File: config.mk
export PLATFORM = sky130hd
export DESIGN_NAME = memwire_probe
export DESIGN_NICKNAME = d
export VERILOG_FILES = /design/src/rtl/memwire_pkg.sv /design/src/rtl/memwire_cursor.sv /design/src/rtl/memwire_verify.sv /design/src/rtl/memwire_probe.sv
export SDC_FILE = /design/constraint.sdc
export NUM_CORES = 1
export LEC_CHECK = 0
export ABC_AREA = 1
export BUFFER_PORTS_ARGS = -buffer_cell sky130_fd_sc_hd__buf_2
export CORE_ASPECT_RATIO = 0.7
export CORE_MARGIN = 8
export CORE_UTILIZATION = 64
export CTS_BUF_LIST = sky130_fd_sc_hd__clkbuf_8 sky130_fd_sc_hd__clkbuf_16
export CTS_CLUSTER_SIZE = 40
export DETAILED_ROUTE_END_ITERATION = 10
export HOLD_SLACK_MARGIN = 0.06
export PLACE_DENSITY = 0.86
export SYNTH_ARGS = -nofsm -noshare
export SYNTH_HDL_FRONTEND = slang
export SYNTH_HIERARCHICAL = 1
export SYNTH_SLANG_ARGS = --single-unit
File: constraint.sdc
create_clock -name clk -period 3.48 [get_ports clk]
set_clock_uncertainty 0.05 [all_clocks]
set_input_delay 0.174 -clock clk [delete_from_list [all_inputs] [get_ports clk]]
set_output_delay 0.174 -clock clk [all_outputs]
set_load 0.03 [all_outputs]
File: src/rtl/memwire_pkg.sv
package memwire_pkg;

   typedef enum logic [1:0] {
      MODE_SWEEP     = 2'b00,
      MODE_PAIR      = 2'b01,
      MODE_CELL      = 2'b10,
      MODE_SWEEP_ALT = 2'b11
   } run_mode_e;

   typedef enum logic [4:0] {
      ST_IDLE,
      ST_REQ,
      ST_RD_BASE,
      ST_RD_OFS,
      ST_WR_BASE,
      ST_WR_OFS,
      ST_VR_BASE,
      ST_VR_OFS,
      ST_RS_OFS,
      ST_RS_BASE,
      ST_C_RD,
      ST_C_W0,
      ST_C_R0,
      ST_C_W1,
      ST_C_R1,
      ST_C_RS,
      ST_REL
   } seq_state_e;

   // tag attached to a read, consumed when its data returns
   typedef enum logic [1:0] {
      CAP_NONE,
      CAP_BASE,
      CAP_OFS,
      CAP_CHK
   } cap_e;

endpackage

File: src/rtl/memwire_cursor.sv
module memwire_cursor #(
   parameter int ADDR_W = 16,
   parameter int DATA_W = 16,
   parameter logic [ADDR_W-1:0] CELL_LO = '0,
   parameter logic [ADDR_W-1:0] CELL_HI = '1
) (
   input  logic              clk,
   input  logic              rst_n,
   input  logic              sweep_init,
   input  logic              step_adv,
   input  logic              cell_adv,
   output logic [ADDR_W-1:0] offset,
   output logic [DATA_W-1:0] tval,
   output logic [ADDR_W-1:0] cell_addr,
   output logic              cell_at_top
);

   localparam logic [ADDR_W-1:0] OFS_FIRST = ADDR_W'(1);

   logic [ADDR_W-1:0] ofs_rot;

   assign ofs_rot     = {offset[ADDR_W-2:0], offset[ADDR_W-1]};
   assign cell_at_top = (cell_addr == CELL_HI);

   always_ff @(posedge clk or negedge rst_n) begin
      if (!rst_n) begin
         offset <= OFS_FIRST;
         tval   <= '0;
      end else if (sweep_init) begin
         offset <= OFS_FIRST;
      end else if (step_adv) begin
         offset <= ofs_rot;
         tval   <= tval + DATA_W'(1);
      end
   end

   always_ff @(posedge clk or negedge rst_n) begin
      if (!rst_n) begin
         cell_addr <= CELL_LO;
      end else if (cell_adv) begin
         cell_addr <= cell_at_top ? CELL_LO : cell_addr + ADDR_W'(1);
      end
   end

endmodule

File: src/rtl/memwire_verify.sv
module memwire_verify
   import memwire_pkg::*;
#(
   parameter int DATA_W = 16
) (
   input  logic              clk,
   input  logic              rst_n,
   input  cap_e              cap,
   input  logic [DATA_W-1:0] exp_val,
   input  logic [DATA_W-1:0] rdata,
   input  logic              err_clr,
   output logic [DATA_W-1:0] save_base,
   output logic [DATA_W-1:0] save_ofs,
   output logic              error
);

   cap_e              tag_q;
   logic [DATA_W-1:0] exp_q;
   logic              miss;

   assign miss = (tag_q == CAP_CHK) && (rdata != exp_q);

   always_ff @(posedge clk or negedge rst_n) begin
      if (!rst_n) begin
         tag_q <= CAP_NONE;
         exp_q <= '0;
      end else begin
         tag_q <= cap;
         exp_q <= exp_val;
      end
   end

   always_ff @(posedge clk or negedge rst_n) begin
      if (!rst_n) begin
         save_base <= '0;
         save_ofs  <= '0;
      end else begin
         if (tag_q == CAP_BASE) save_base <= rdata;
         if (tag_q == CAP_OFS)  save_ofs  <= rdata;
      end
   end

   // a new mismatch wins over a clear in the same cycle
   always_ff @(posedge clk or negedge rst_n) begin
      if (!rst_n)       error <= 1'b0;
      else if (miss)    error <= 1'b1;
      else if (err_clr) error <= 1'b0;
   end

endmodule

File: src/rtl/memwire_probe.sv
module memwire_probe
   import memwire_pkg::*;
#(
   parameter int ADDR_W = 16,
   parameter int DATA_W = 16,
   parameter logic [ADDR_W-1:0] BASE_ADDR = '0,
   parameter logic [ADDR_W-1:0] CELL_LO = '0,
   parameter logic [ADDR_W-1:0] CELL_HI = '1
) (
   input  logic              clk,
   input  logic              rst_n,
   input  logic              start,
   input  logic [1:0]        mode,
   input  logic              err_clr,
   output logic              bus_req,
   input  logic              bus_gnt,
   output logic              mem_en,
   output logic              mem_we,
   output logic [ADDR_W-1:0] mem_addr,
   output logic [DATA_W-1:0] mem_wdata,
   input  logic [DATA_W-1:0] mem_rdata,
   output logic              busy,
   output logic              done,
   output logic              error,
   output logic              pass_done
);

   if (ADDR_W < 2) begin : g_chk_aw
      $error("memwire_probe: ADDR_W must be at least 2");
   end
   if ((DATA_W < 2) || (DATA_W % 2 != 0)) begin : g_chk_dw
      $error("memwire_probe: DATA_W must be even and at least 2");
   end
   if (CELL_LO > CELL_HI) begin : g_chk_cell
      $error("memwire_probe: CELL_LO above CELL_HI");
   end

   // alternating-bit cell patterns
   logic [DATA_W-1:0] pat_lo;
   logic [DATA_W-1:0] pat_hi;
   for (genvar i = 0; i < DATA_W; i++) begin : g_pat
      assign pat_lo[i] = ((i % 2) == 0);
   end
   assign pat_hi = ~pat_lo;

   seq_state_e        st_q, st_d;
   run_mode_e         mode_q;
   logic              wrap_q;

   logic              sweep_init, step_adv, cell_adv;
   logic [ADDR_W-1:0] offset, cell_addr;
   logic [DATA_W-1:0] tval;
   logic              cell_at_top;

   cap_e              cap;
   logic [DATA_W-1:0] exp_val;
   logic [DATA_W-1:0] save_base, save_ofs;

   logic [ADDR_W-1:0] addr_base, addr_pair;
   logic              last_step;

   assign addr_base = BASE_ADDR;
   assign addr_pair = BASE_ADDR + offset;
   assign last_step = (mode_q == MODE_PAIR) || offset[ADDR_W-1];

   memwire_cursor #(
      .ADDR_W (ADDR_W),
      .DATA_W (DATA_W),
      .CELL_LO(CELL_LO),
      .CELL_HI(CELL_HI)
   ) u_cursor (
      .clk        (clk),
      .rst_n      (rst_n),
      .sweep_init (sweep_init),
      .step_adv   (step_adv),
      .cell_adv   (cell_adv),
      .offset     (offset),
      .tval       (tval),
      .cell_addr  (cell_addr),
      .cell_at_top(cell_at_top)
   );

   memwire_verify #(
      .DATA_W(DATA_W)
   ) u_verify (
      .clk      (clk),
      .rst_n    (rst_n),
      .cap      (cap),
      .exp_val  (exp_val),
      .rdata    (mem_rdata),
      .err_clr  (err_clr),
      .save_base(save_base),
      .save_ofs (save_ofs),
      .error    (error)
   );

   always_ff @(posedge clk or negedge rst_n) begin
      if (!rst_n) begin
         st_q   <= ST_IDLE;
         mode_q <= MODE_SWEEP;
         wrap_q <= 1'b0;
      end else begin
         st_q <= st_d;
         if (st_q == ST_IDLE && start) mode_q <= run_mode_e'(mode);
         if (st_q == ST_C_RS)          wrap_q <= cell_at_top;
         else if (st_q == ST_REL)      wrap_q <= 1'b0;
      end
   end

   always_comb begin
      st_d       = st_q;
      mem_en     = 1'b0;
      mem_we     = 1'b0;
      mem_addr   = addr_base;
      mem_wdata  = '0;
      cap        = CAP_NONE;
      exp_val    = '0;
      sweep_init = 1'b0;
      step_adv   = 1'b0;
      cell_adv   = 1'b0;
      unique case (st_q)
         ST_IDLE: begin
            if (start) begin
               st_d       = ST_REQ;
               sweep_init = (mode == MODE_SWEEP) || (mode == MODE_SWEEP_ALT);
            end
         end
         ST_REQ: begin
            if (bus_gnt) st_d = (mode_q == MODE_CELL) ? ST_C_RD : ST_RD_BASE;
         end
         ST_RD_BASE: begin
            mem_en = 1'b1;
            cap    = CAP_BASE;
            st_d   = ST_RD_OFS;
         end
         ST_RD_OFS: begin
            mem_en   = 1'b1;
            mem_addr = addr_pair;
            cap      = CAP_OFS;
            st_d     = ST_WR_BASE;
         end
         ST_WR_BASE: begin
            mem_en    = 1'b1;
            mem_we    = 1'b1;
            mem_wdata = tval;
            st_d      = ST_WR_OFS;
         end
         ST_WR_OFS: begin
            mem_en    = 1'b1;
            mem_we    = 1'b1;
            mem_addr  = addr_pair;
            mem_wdata = ~tval;
            st_d      = ST_VR_BASE;
         end
         ST_VR_BASE: begin
            mem_en  = 1'b1;
            cap     = CAP_CHK;
            exp_val = tval;
            st_d    = ST_VR_OFS;
         end
         ST_VR_OFS: begin
            mem_en   = 1'b1;
            mem_addr = addr_pair;
            cap      = CAP_CHK;
            exp_val  = ~tval;
            st_d     = ST_RS_OFS;
         end
         ST_RS_OFS: begin
            mem_en    = 1'b1;
            mem_we    = 1'b1;
            mem_addr  = addr_pair;
            mem_wdata = save_ofs;
            step_adv  = 1'b1;
            st_d      = last_step ? ST_RS_BASE : ST_RD_OFS;
         end
         ST_RS_BASE: begin
            mem_en    = 1'b1;
            mem_we    = 1'b1;
            mem_wdata = save_base;
            st_d      = ST_REL;
         end
         ST_C_RD: begin
            mem_en   = 1'b1;
            mem_addr = cell_addr;
            cap      = CAP_BASE;
            st_d     = ST_C_W0;
         end
         ST_C_W0: begin
            mem_en    = 1'b1;
            mem_we    = 1'b1;
            mem_addr  = cell_addr;
            mem_wdata = pat_lo;
            st_d      = ST_C_R0;
         end
         ST_C_R0: begin
            mem_en   = 1'b1;
            mem_addr = cell_addr;
            cap      = CAP_CHK;
            exp_val  = pat_lo;
            st_d     = ST_C_W1;
         end
         ST_C_W1: begin
            mem_en    = 1'b1;
            mem_we    = 1'b1;
            mem_addr  = cell_addr;
            mem_wdata = pat_hi;
            st_d      = ST_C_R1;
         end
         ST_C_R1: begin
            mem_en   = 1'b1;
            mem_addr = cell_addr;
            cap      = CAP_CHK;
            exp_val  = pat_hi;
            st_d     = ST_C_RS;
         end
         ST_C_RS: begin
            mem_en    = 1'b1;
            mem_we    = 1'b1;
            mem_addr  = cell_addr;
            mem_wdata = save_base;
            cell_adv  = 1'b1;
            st_d      = ST_REL;
         end
         ST_REL: begin
            st_d = ST_IDLE;
         end
         default: begin
            st_d = ST_IDLE;
         end
      endcase
   end

   assign busy      = (st_q != ST_IDLE);
   assign bus_req   = (st_q != ST_IDLE) && (st_q != ST_REL);
   assign done      = (st_q == ST_REL);
   assign pass_done = (st_q == ST_REL) && wrap_q;

endmodule

==> results of run 1 <==
==> where the power goes <==
part | leakage, uW | switching (uW) | internal, uW
clock | 0.000139 | 475 | 512
combinational | 0.00207 | 1270 | 549
sequential | 0.00141 | 289 | 1590
==> kinds of logic (layout without fill, tap and decap cells) <==
group                    count (synthesis)  count (layout)
adder cells (fa/ha/maj)                  2               2
AND/OR/NAND/NOR                        462             462
XOR/XNOR                                14              14
AO/OA/AOI/OAI                          100             100
buffers and inverters                  143             205
flip-flops                             107             107
==> routing by layer <==
layer / global-route usage (%) / part of all wire, %
met3: 7.08 / 10
met5: 0 / 0
met1: 35.2 / 47
met4: 3.83 / 1.1
met2: 34.1 / 42
==> through the flow <==
step / setup WS [ns] / total power [uW] / cell area (sq um)
floorplan: 1.56 / 3250 / 6120
global placement: 1.40 / 3640 / 6460
detailed placement: 1.30 / 3680 / 6460
CTS: 0.939 / 4680 / 6780
global route: 0.760 / 4980 / 6780
finish: 0.923 / 4690 / 6780
==> cells in the mapped netlist, types with 7 or more instances <==
cell / instances / share of area (%)
inv_1: 118 / 7.2
nand2_2: 17 / 1.7
xnor2_1: 7 / 1.0
nor2_1: 76 / 4.7
nand2_1: 301 / 18
o211ai_1: 17 / 2.1
nand2_4: 11 / 2.0
xor2_1: 7 / 1.0
dfrtp_1: 106 / 43
nand4_1: 12 / 1.2
buf_2: 9 / 0.74
nor2_2: 8 / 0.82
o21ai_0: 37 / 3.0
o22ai_1: 15 / 1.5
nand3_1: 22 / 1.8
o21ai_2: 16 / 2.3
==> area by class of cell <==
type | instances | area, sq um
repair buffers | 67 | 373
flip-flops and latches | 107 | 2680
clock inverters | 6 | 47.5
well taps | 128 | 160
inverters | 122 | 458
multi-input cells | 578 | 2820
fillers | 747 | 2720
clock buffers | 10 | 239
==> worst max-delay path: stages, from the launching register on <==
cell	delay [ns]
dfrtp_1	0.53
inv_2	0.15
nand3_2	0.13
nor2_4	0.36
inv_2	0.12
nand4_4	0.30
nand2_1	0.10
nand2_1	0.08
buf_2	0.20
==> flip-flops by register name, indices dropped and copies added, names as in the netlist <==
register and count:
u_cursor/cell_addr 16, u_cursor/offset 16, u_cursor/tval 16, u_verify/exp_q 16
u_verify/save_base 16, u_verify/save_ofs 16, st_q 5, mode_q 2
u_verify/tag_q 2, u_verify/error 1, wrap_q 1
==> worst max path at each step <==
stage / endpoint / from
5_1_grt: mem_addr[15] / st_q[4]
2_1_floorplan: u_cursor/tval[9] / st_q[2]
3_5_place_dp: u_cursor/tval[12] / st_q[4]
4_1_cts: mem_addr[8] / st_q[4]
6_report: mem_addr[8] / st_q[4]
3_3_place_gp: u_cursor/tval[9] / st_q[4]
==> repair_timing <==
| action | 4_1_cts | 5_1_grt |
|---|---|---|
| endpoints found under the setup margin | 0 | 0 |
| endpoints found under the hold margin | 55 | 0 |
| hold buffers | 3 | 0 |
| gates resized for setup | 0 | 0 |
==> metrics.csv, run 1 <==
metric,value,unit
status,"finished, final reports clean",
gr ovfl total,0,
Worst Path Arrival,2.33,ns
fin crit share,73.5,%
Setup Total Neg Slack,0,ns
CTS tree,done,
"IR drop worst, VDD",0.000517,V
Synth Flop Type,dfrtp_1,
post-placement cell count,999,
share of synthesized flip-flops with an asynchronous set or reset,100,%
initial drt markers,586,
DRC Markers,0,
Worst slew margin,34.8,%
main combinational cell family by area after synthesis,simple AND/OR/NAND/NOR gates,
layout cells sized above 1,16.4,%
Hold WS,0.0728,ns
hold endpoint,u_verify/save_ofs[13],
Compound-Gate Fraction of Synth Area,10.6,%
Reg-to-Reg Start,st_q[4],
Setup crit start kind,flip-flop,
xor-xnor portion of the synthesized cell area,2.00,%
Lkg Pwr,0.00362,uW
fin cells,1018,
number of synthesized register bits,107,
setup violators final,0,
IO Port Bufs,61,
crit path time final,2.56,ns
Fin. Hold Viols,0,
hold-critical path depth,3,
adder-cell area share of the yosys netlist,0.409,%
P per Cell Area,692,nW/um^2
worst endpoint required time,3.26,ns
die area,13000,sq um
slew at the pin closest to its max-slew limit,0.975,ns
simple-gate portion of the synthesized area,33.1,%
io pins,62,
reg-to-reg endpoint,u_cursor/tval[12],
number of global-route vias before repair,4984,
Syn Nets,853,
Die Wd,133,um
Root Driver,clkbuf_16,
Post-DP HPWL,10.8,mm
mapped cell area,6120,sq um
H-tree levels,3,
final core occ,71.4,%
clk sinks,107,
Reg2Reg Setup Slack,1.17,ns
Total Wirelength,15.1,mm
Unique masters post-synth,38,
unrepaired setup endpoints after global routing,false,
Final Max Tran Viols,0,
first-pass GRT wire length,25.1,mm
drt pass-1 iters,6,
worst-path fanout max,16,
gpl congestion,1.00,
Hold Path Class,input port to flip-flop,
antenna violations before repair,0,
All-Layer GR Usage,23.8,%
hold_sp,mem_rdata[13],
Clock Pin Slew Worst Setup and Hold Paths,0.07,ns
"Avg Cell Area, Syn",7.39,sq um
endpoint class of the critical path,output port,
routed vias,5513,
"most common cell after layout, fill and taps aside",nand2_1,
CTS buffer count,9,
later-pin clock latency in the skew report,0.35,ns
Crit Path Class,flip-flop to output port,
post-route ant nets,0,
die height,97.8,um
# rows,30,
Inserted Diodes,0,
Ys Warns,6,
R2R cell count,12,
"leading cell types in the layout, fill and taps excluded","301 x nand2_1, 118 x inv_1, 106 x dfrtp_1",
synthesis-to-finish area growth,10.8,%
Starting Density,64.4,%
# Post-CTS Setup Buffers,0,
nets@finish,910,
Gate Count Post-Synth,828,
"EDFF count, synth",0,
Core ar.,9500,sq um
largest net degree at the start of global routing,55,
sequential element share of the synthesized area,43.8,%
Max Cap Viol,0,
Wirelength per Cell,14.9,um
Via density,5.42,
clk buf depth,2,
Highest Clock Rate,0.391,GHz
mux cell area share after synthesis,0,%
Power figures use the tool's default switching activity.
==> run 2, diff against run 1 <==
CORE_UTILIZATION = 60   (was 64)
PLACE_DENSITY = 0.81   (was 0.86)
clock period = 2.5 ns   (was 3.48 ns; I/O delays follow)
==> run 2 against run 1 <==
  * Combinational power up 45%
  * Routed wire length is 2.7% higher
  * Global-route usage shrank 0.17 points
  * Clock power increased by 54%
  * Power grew 44%
  * Critical path depth unchanged
  * Non-clock buffer count increased by 22
  * Critical path type unchanged
  * Highest routed layer unchanged
==> metrics.csv, run 2 (synthesis gave the netlist of run 1 again) <==
metric,value,unit,change
Crit Path Class,flip-flop to output port,,unchanged
Reg-to-Reg Start,st_q[0],,was st_q[4]
reg-to-reg endpoint,u_cursor/offset[8],,was u_cursor/tval[12]
Worst Path Arrival,2.12,ns,was 2.33 ns
IO Port Bufs,61,,unchanged
Highest Clock Rate,0.436,GHz,
hold_sp,mem_rdata[14],,was mem_rdata[13]
Max Cap Viol,0,,unchanged
routed vias,5509,,was 5513
crit path time final,2.29,ns,
hold endpoint,u_verify/save_ofs[14],,was u_verify/save_ofs[13]
slew at the pin closest to its max-slew limit,0.617,ns,was 0.975 ns
"IR drop worst, VDD",0.000527,V,was 0.000517 V
Root Driver,clkbuf_16,,unchanged
Post-DP HPWL,11.0,mm,was 10.8 mm
worst endpoint required time,2.33,ns,was 3.26 ns
CTS buffer count,9,,unchanged
hold-critical path depth,3,,unchanged
drt pass-1 iters,5,,was 6
die area,13700,sq um,was 13000 sq um
gpl congestion,0.949,,was 1.00
Worst slew margin,58.9,%,was 34.8%
clk sinks,107,,unchanged
Wirelength per Cell,14.9,um,about the same
P per Cell Area,961,nW/um^2,was 692 nW/um^2
H-tree levels,3,,unchanged
# rows,31,,was 30
Setup Total Neg Slack,0,ns,unchanged
Total Wirelength,15.6,mm,was 15.1 mm
Lkg Pwr,0.00374,uW,was 0.00362 uW
die height,100,um,was 97.8 um
Starting Density,60.4,%,was 64.4%
total power,6770,uW,was 4690 uW
antenna violations before repair,0,,unchanged
layout cells sized above 1,16.6,%,was 16.4%
Via density,5.28,,was 5.42
io pins,62,,unchanged
initial drt markers,537,,was 586
synthesis-to-finish area growth,15.2,%,was 10.8%
number of global-route vias before repair,5086,,was 4984
setup violators final,0,,unchanged
nets@finish,932,,was 910
Hold Path Class,input port to flip-flop,,unchanged
R2R cell count,8,,was 12
"most common cell after layout, fill and taps aside",nand2_1,,unchanged
CTS tree,done,,unchanged
later-pin clock latency in the skew report,0.34,ns,was 0.35 ns
worst-path fanout max,15,,was 16
Die Wd,137,um,was 133 um
Inserted Diodes,0,,unchanged
Final Max Tran Viols,0,,unchanged
fin crit share,91.7,%,
endpoint class of the critical path,output port,,unchanged
Fin. Hold Viols,0,,unchanged
post-placement cell count,1007,,was 999
clk buf depth,2,,unchanged
"leading cell types in the layout, fill and taps excluded","299 x nand2_1, 120 x inv_1, 106 x dfrtp_1",,"was 301 x nand2_1, 118 x inv_1, 106 x dfrtp_1"
All-Layer GR Usage,23.7,%,was 23.8%
unrepaired setup endpoints after global routing,false,,unchanged
Clock Pin Slew Worst Setup and Hold Paths,0.07,ns,about the same
largest net degree at the start of global routing,49,,was 55
Reg2Reg Setup Slack,0.25,ns,was 1.17 ns
post-route ant nets,0,,unchanged
gr ovfl total,0,,unchanged
status,"finished, final reports clean",,unchanged
Core ar.,10100,sq um,was 9500 sq um
first-pass GRT wire length,25.6,mm,was 25.1 mm
Setup crit start kind,flip-flop,,unchanged
DRC Markers,0,,unchanged
fin cells,1044,,was 1018
## run 2: worst max-delay path by stage
stage	slack, ns	cells after the start	endpoint	start
finish	0.21	8	mem_wdata[4]	st_q[3]
global route	0.04	8	u_cursor/offset[13]	st_q[0]
CTS	0.08	8	mem_wdata[4]	st_q[3]
detailed placement	0.37	12	u_cursor/tval[13]	st_q[4]
global placement	0.42	8	u_cursor/offset[9]	st_q[0]
floorplan	0.58	11	u_cursor/tval[9]	st_q[2]
## run 2: cell type report
cell class | count | area, sq um
Inverter | 122 | 458
Clock inverter | 7 | 92.6
Tap cell | 132 | 165
Timing Repair Buffer | 89 | 584
Multi-Input combinational cell | 578 | 2840
Clock buffer | 9 | 225
Sequential cell | 107 | 2680
Fill cell | 836 | 3080
## run 2: metrics by stage
stage          utilization [%]  cell area (sq um)  hold WS [ns]  setup slack (ns)
3_3_place_gp              64.0               6480         0.128             0.420
5_1_grt                   69.6               7050        0.0731            0.0388
4_1_cts                   69.2               7000        0.0667            0.0819
3_5_place_dp              64.0               6480         0.123             0.375
6_report                  69.6               7050        0.0839             0.208
2_1_floorplan                -               6120        -0.221             0.584
## run 2: worst max-delay path, stage by stage, from the launching register on
cell and delay [ns]:
dfrtp_1 0.47, inv_1 0.12, nand2_1 0.05, nor2_1 0.22, nand2_2 0.26, o21ai_0 0.33
nor2_1 0.07, nand2_1 0.06, buf_2 0.19
## run 2: repair_timing
item,in CTS,in global routing
endpoints found under the setup margin,0,31
hold endpoints to repair,68,0
buffers inserted,0,1
resized for setup,0,7
hold buffers,20,0
## run 2: per-layer routing
| metal | vias to the layer above | GRT usage, % | part of all wire [%] |
|---|---|---|---|
| li1 | 2720 | - | - |
| met1 | 2545 | 35.0 | 47 |
| met2 | 226 | 33.6 | 42 |
| met3 | 18 | 5.98 | 9.7 |
| met4 | 0 | 5.97 | 1.3 |
| met5 | - | 0 | 0 |
## run 2: power breakdown
group          leakage, uW  internal, uW  switching (uW)
sequential         0.00141          2220             392
combinational      0.00217           837            1800
clock             0.000159           879             642
==> run 3, diff against run 2 <==
CORE_UTILIZATION = 44   (was 60)
PLACE_DENSITY = default   (was 0.81)
SLEW_MARGIN = 25   (was default)
==> run 3 against run 2 <==
  * Critical path depth up 1
  * Cell count up 5.8%
  * Highest routed layer unchanged
  * Largest cell class unchanged
  * Sequential share of layout area fell by 0.36 points
  * Clock power shrank 11%
  * Fmax fell by 0.13%
  * Sequential cell count unchanged
  * Non-clock buffer count rose by 3
  * Cell area up 1.0%
  * Largest power group unchanged
  * Clock-buffer cell count is 1 higher
  * Combinational power is essentially flat
  * Worst setup slack worse by 0.0030 ns
==> metrics.csv, run 3 (synthesis gave the netlist of run 1 again) <==
metric,value,unit,change
Final Max Tran Viols,0,,unchanged
CP Cell Sequence,nor2_2 > nand2_1 > nor2_4 > inv_2 > nand4_4 > buf_12 > nand2_1 > nand2_1 > buf_2,,was inv_1 > nand2_1 > nor2_1 > nand2_2 > o21ai_0 > nor2_1 > nand2_1 > buf_2
most used cell along the critical path,nand2_1,,
Inserted Diodes,0,,unchanged
Die Wd,157,um,was 137 um
largest net degree at the start of global routing,52,,was 49
clk buf depth,2,,unchanged
setup violators final,0,,unchanged
nets@finish,935,,was 932
Lkg Pwr,0.00374,uW,about the same
reg-to-reg endpoint,u_cursor/offset[4],,was u_cursor/offset[8]
Post-DP HPWL,11.7,mm,was 11.0 mm
Wirelength per Cell,14.6,um,was 14.9 um
hold endpoint,u_verify/save_ofs[14],,unchanged
H-tree levels,3,,unchanged
first-pass GRT wire length,26.5,mm,was 25.6 mm
DRC Markers,0,,unchanged
Fin. Hold Viols,0,,unchanged
Setup crit start kind,flip-flop,,unchanged
hold_sp,mem_rdata[14],,unchanged
Max Cap Viol,0,,unchanged
gpl congestion,0.896,,was 0.949
initial drt markers,393,,was 537
CP max stage delay,0.50,ns,was 0.47 ns
Worst Path Arrival,2.12,ns,about the same
crit path time final,2.30,ns,was 2.29 ns
Clock Pin Slew Worst Setup and Hold Paths,0.07,ns,about the same
Starting Density,44.5,%,was 60.4%
Place WS,0.336,ns,was 0.375 ns
Final WS setup,0.205,ns,was 0.208 ns
Via density,4.78,,was 5.28
Reg2Reg Setup Slack,0.28,ns,was 0.25 ns
io pins,62,,unchanged
routed vias,5279,,was 5509
CTS buffer count,9,,unchanged
IO Port Bufs,61,,unchanged
All-Layer GR Usage,18.8,%,was 23.7%
total power,6620,uW,was 6770 uW
post-route ant nets,0,,unchanged
Worst slew margin,53.6,%,was 58.9%
CP top delay family,simple AND/OR/NAND/NOR gates,,unchanged
drt pass-1 iters,5,,unchanged
post-placement cell count,1068,,was 1007
worst-path fanout max,16,,was 15
worst endpoint required time,2.33,ns,about the same
fin crit share,91.8,%,was 91.7%
CTS tree,done,,unchanged
slew at the pin closest to its max-slew limit,0.696,ns,was 0.617 ns
gr ovfl total,0,,unchanged
Crit Path Class,flip-flop to output port,,unchanged
Highest Clock Rate,0.436,GHz,about the same
status,"finished, final reports clean",,unchanged
fillcell total,1350,,was 836
Core ar.,13700,sq um,was 10100 sq um
hold-critical path depth,3,,unchanged
Root Driver,clkbuf_16,,unchanged
Hold Path Class,input port to flip-flop,,unchanged
worst path bufs/invs,3,,was 2
"most common cell after layout, fill and taps aside",nand2_1,,unchanged
Reg-to-Reg Start,st_q[0],,unchanged
Setup Total Neg Slack,0,ns,unchanged
die area,18000,sq um,was 13700 sq um
antenna violations before repair,0,,unchanged
unrepaired setup endpoints after global routing,false,,unchanged
endpoint class of the critical path,output port,,unchanged
Total Wirelength,16.2,mm,was 15.6 mm
critical path depth in cells,9,,was 8
layout cells sized above 1,17.0,%,was 16.6%
synthesis-to-finish area growth,16.3,%,was 15.2%
die height,115,um,was 100 um
P per Cell Area,930,nW/um^2,was 961 nW/um^2
fin cells,1105,,was 1044
R2R cell count,8,,unchanged
"IR drop worst, VDD",0.000512,V,was 0.000527 V
later-pin clock latency in the skew report,0.35,ns,was 0.34 ns
"leading cell types in the layout, fill and taps excluded","299 x nand2_1, 119 x inv_1, 105 x dfrtp_1",,"was 299 x nand2_1, 120 x inv_1, 106 x dfrtp_1"
final core occ,51.8,%,was 69.6%
clk sinks,107,,unchanged
# rows,36,,was 31
number of global-route vias before repair,4942,,was 5086
crit path max-delay cell type,dfrtp_1,,unchanged
-- run 3: how the worst max path moves through the flow --
stage                        from                   to  slack [ns]
after global routing      st_q[0]   u_cursor/offset[8]       0.006
after CTS                 st_q[0]         mem_addr[10]        0.04
after detailed placement  st_q[4]    u_cursor/tval[12]        0.34
after floorplan           st_q[2]     u_cursor/tval[9]        0.58
final                     st_q[0]         mem_addr[10]        0.20
after global placement    st_q[0]  u_cursor/offset[13]        0.39
-- run 3: cell type report --
class | instances | area [sq um] | share of cell area (%)
repair buffers | 92 | 619 | 8.70
clock inverters | 6 | 41.3 | 0.580
well taps | 190 | 238 | 3.34
clock buffers | 10 | 239 | 3.36
flip-flops and latches | 107 | 2680 | 37.7
inverters | 122 | 458 | 6.43
multi-input cells | 578 | 2840 | 39.9
-- run 3: repair_timing --
item	4_1_cts	5_1_grt
setup endpoints to repair	0	32
resized for setup	0	7
buffers inserted	0	1
hold buffers	20	0
endpoints found under the hold margin	69	0
-- run 3: power breakdown --
group          switching [uW]  internal, uW  total, uW
clock network             655           704       1360
registers                 388          2220       2610
logic                    1800           851       2650
-- run 3: routing by layer --
metal,routed length [um],vias up,GRT usage [%]
met5,0,-,0
met4,109,0,4.02
met3,1120,11,3.92
met2,6440,155,26.2
met1,8520,2379,28.9
li1,-,2734,-
-- run 3: metrics by stage --
step,hold slack (ns),cell area [sq um]
finish,0.0749,7120
global route,0.0914,7120
CTS,0.0699,7070
detailed placement,0.166,6590
global placement,0.173,6590
floorplan,-0.221,6120
-- run 3: worst register-to-register path: cells and delay by family (launching register included) --
family	cells	cell delay, ns
simple gates	4	0.65
compound gates	2	0.37
flops	1	0.50
buf+inv	2	0.51
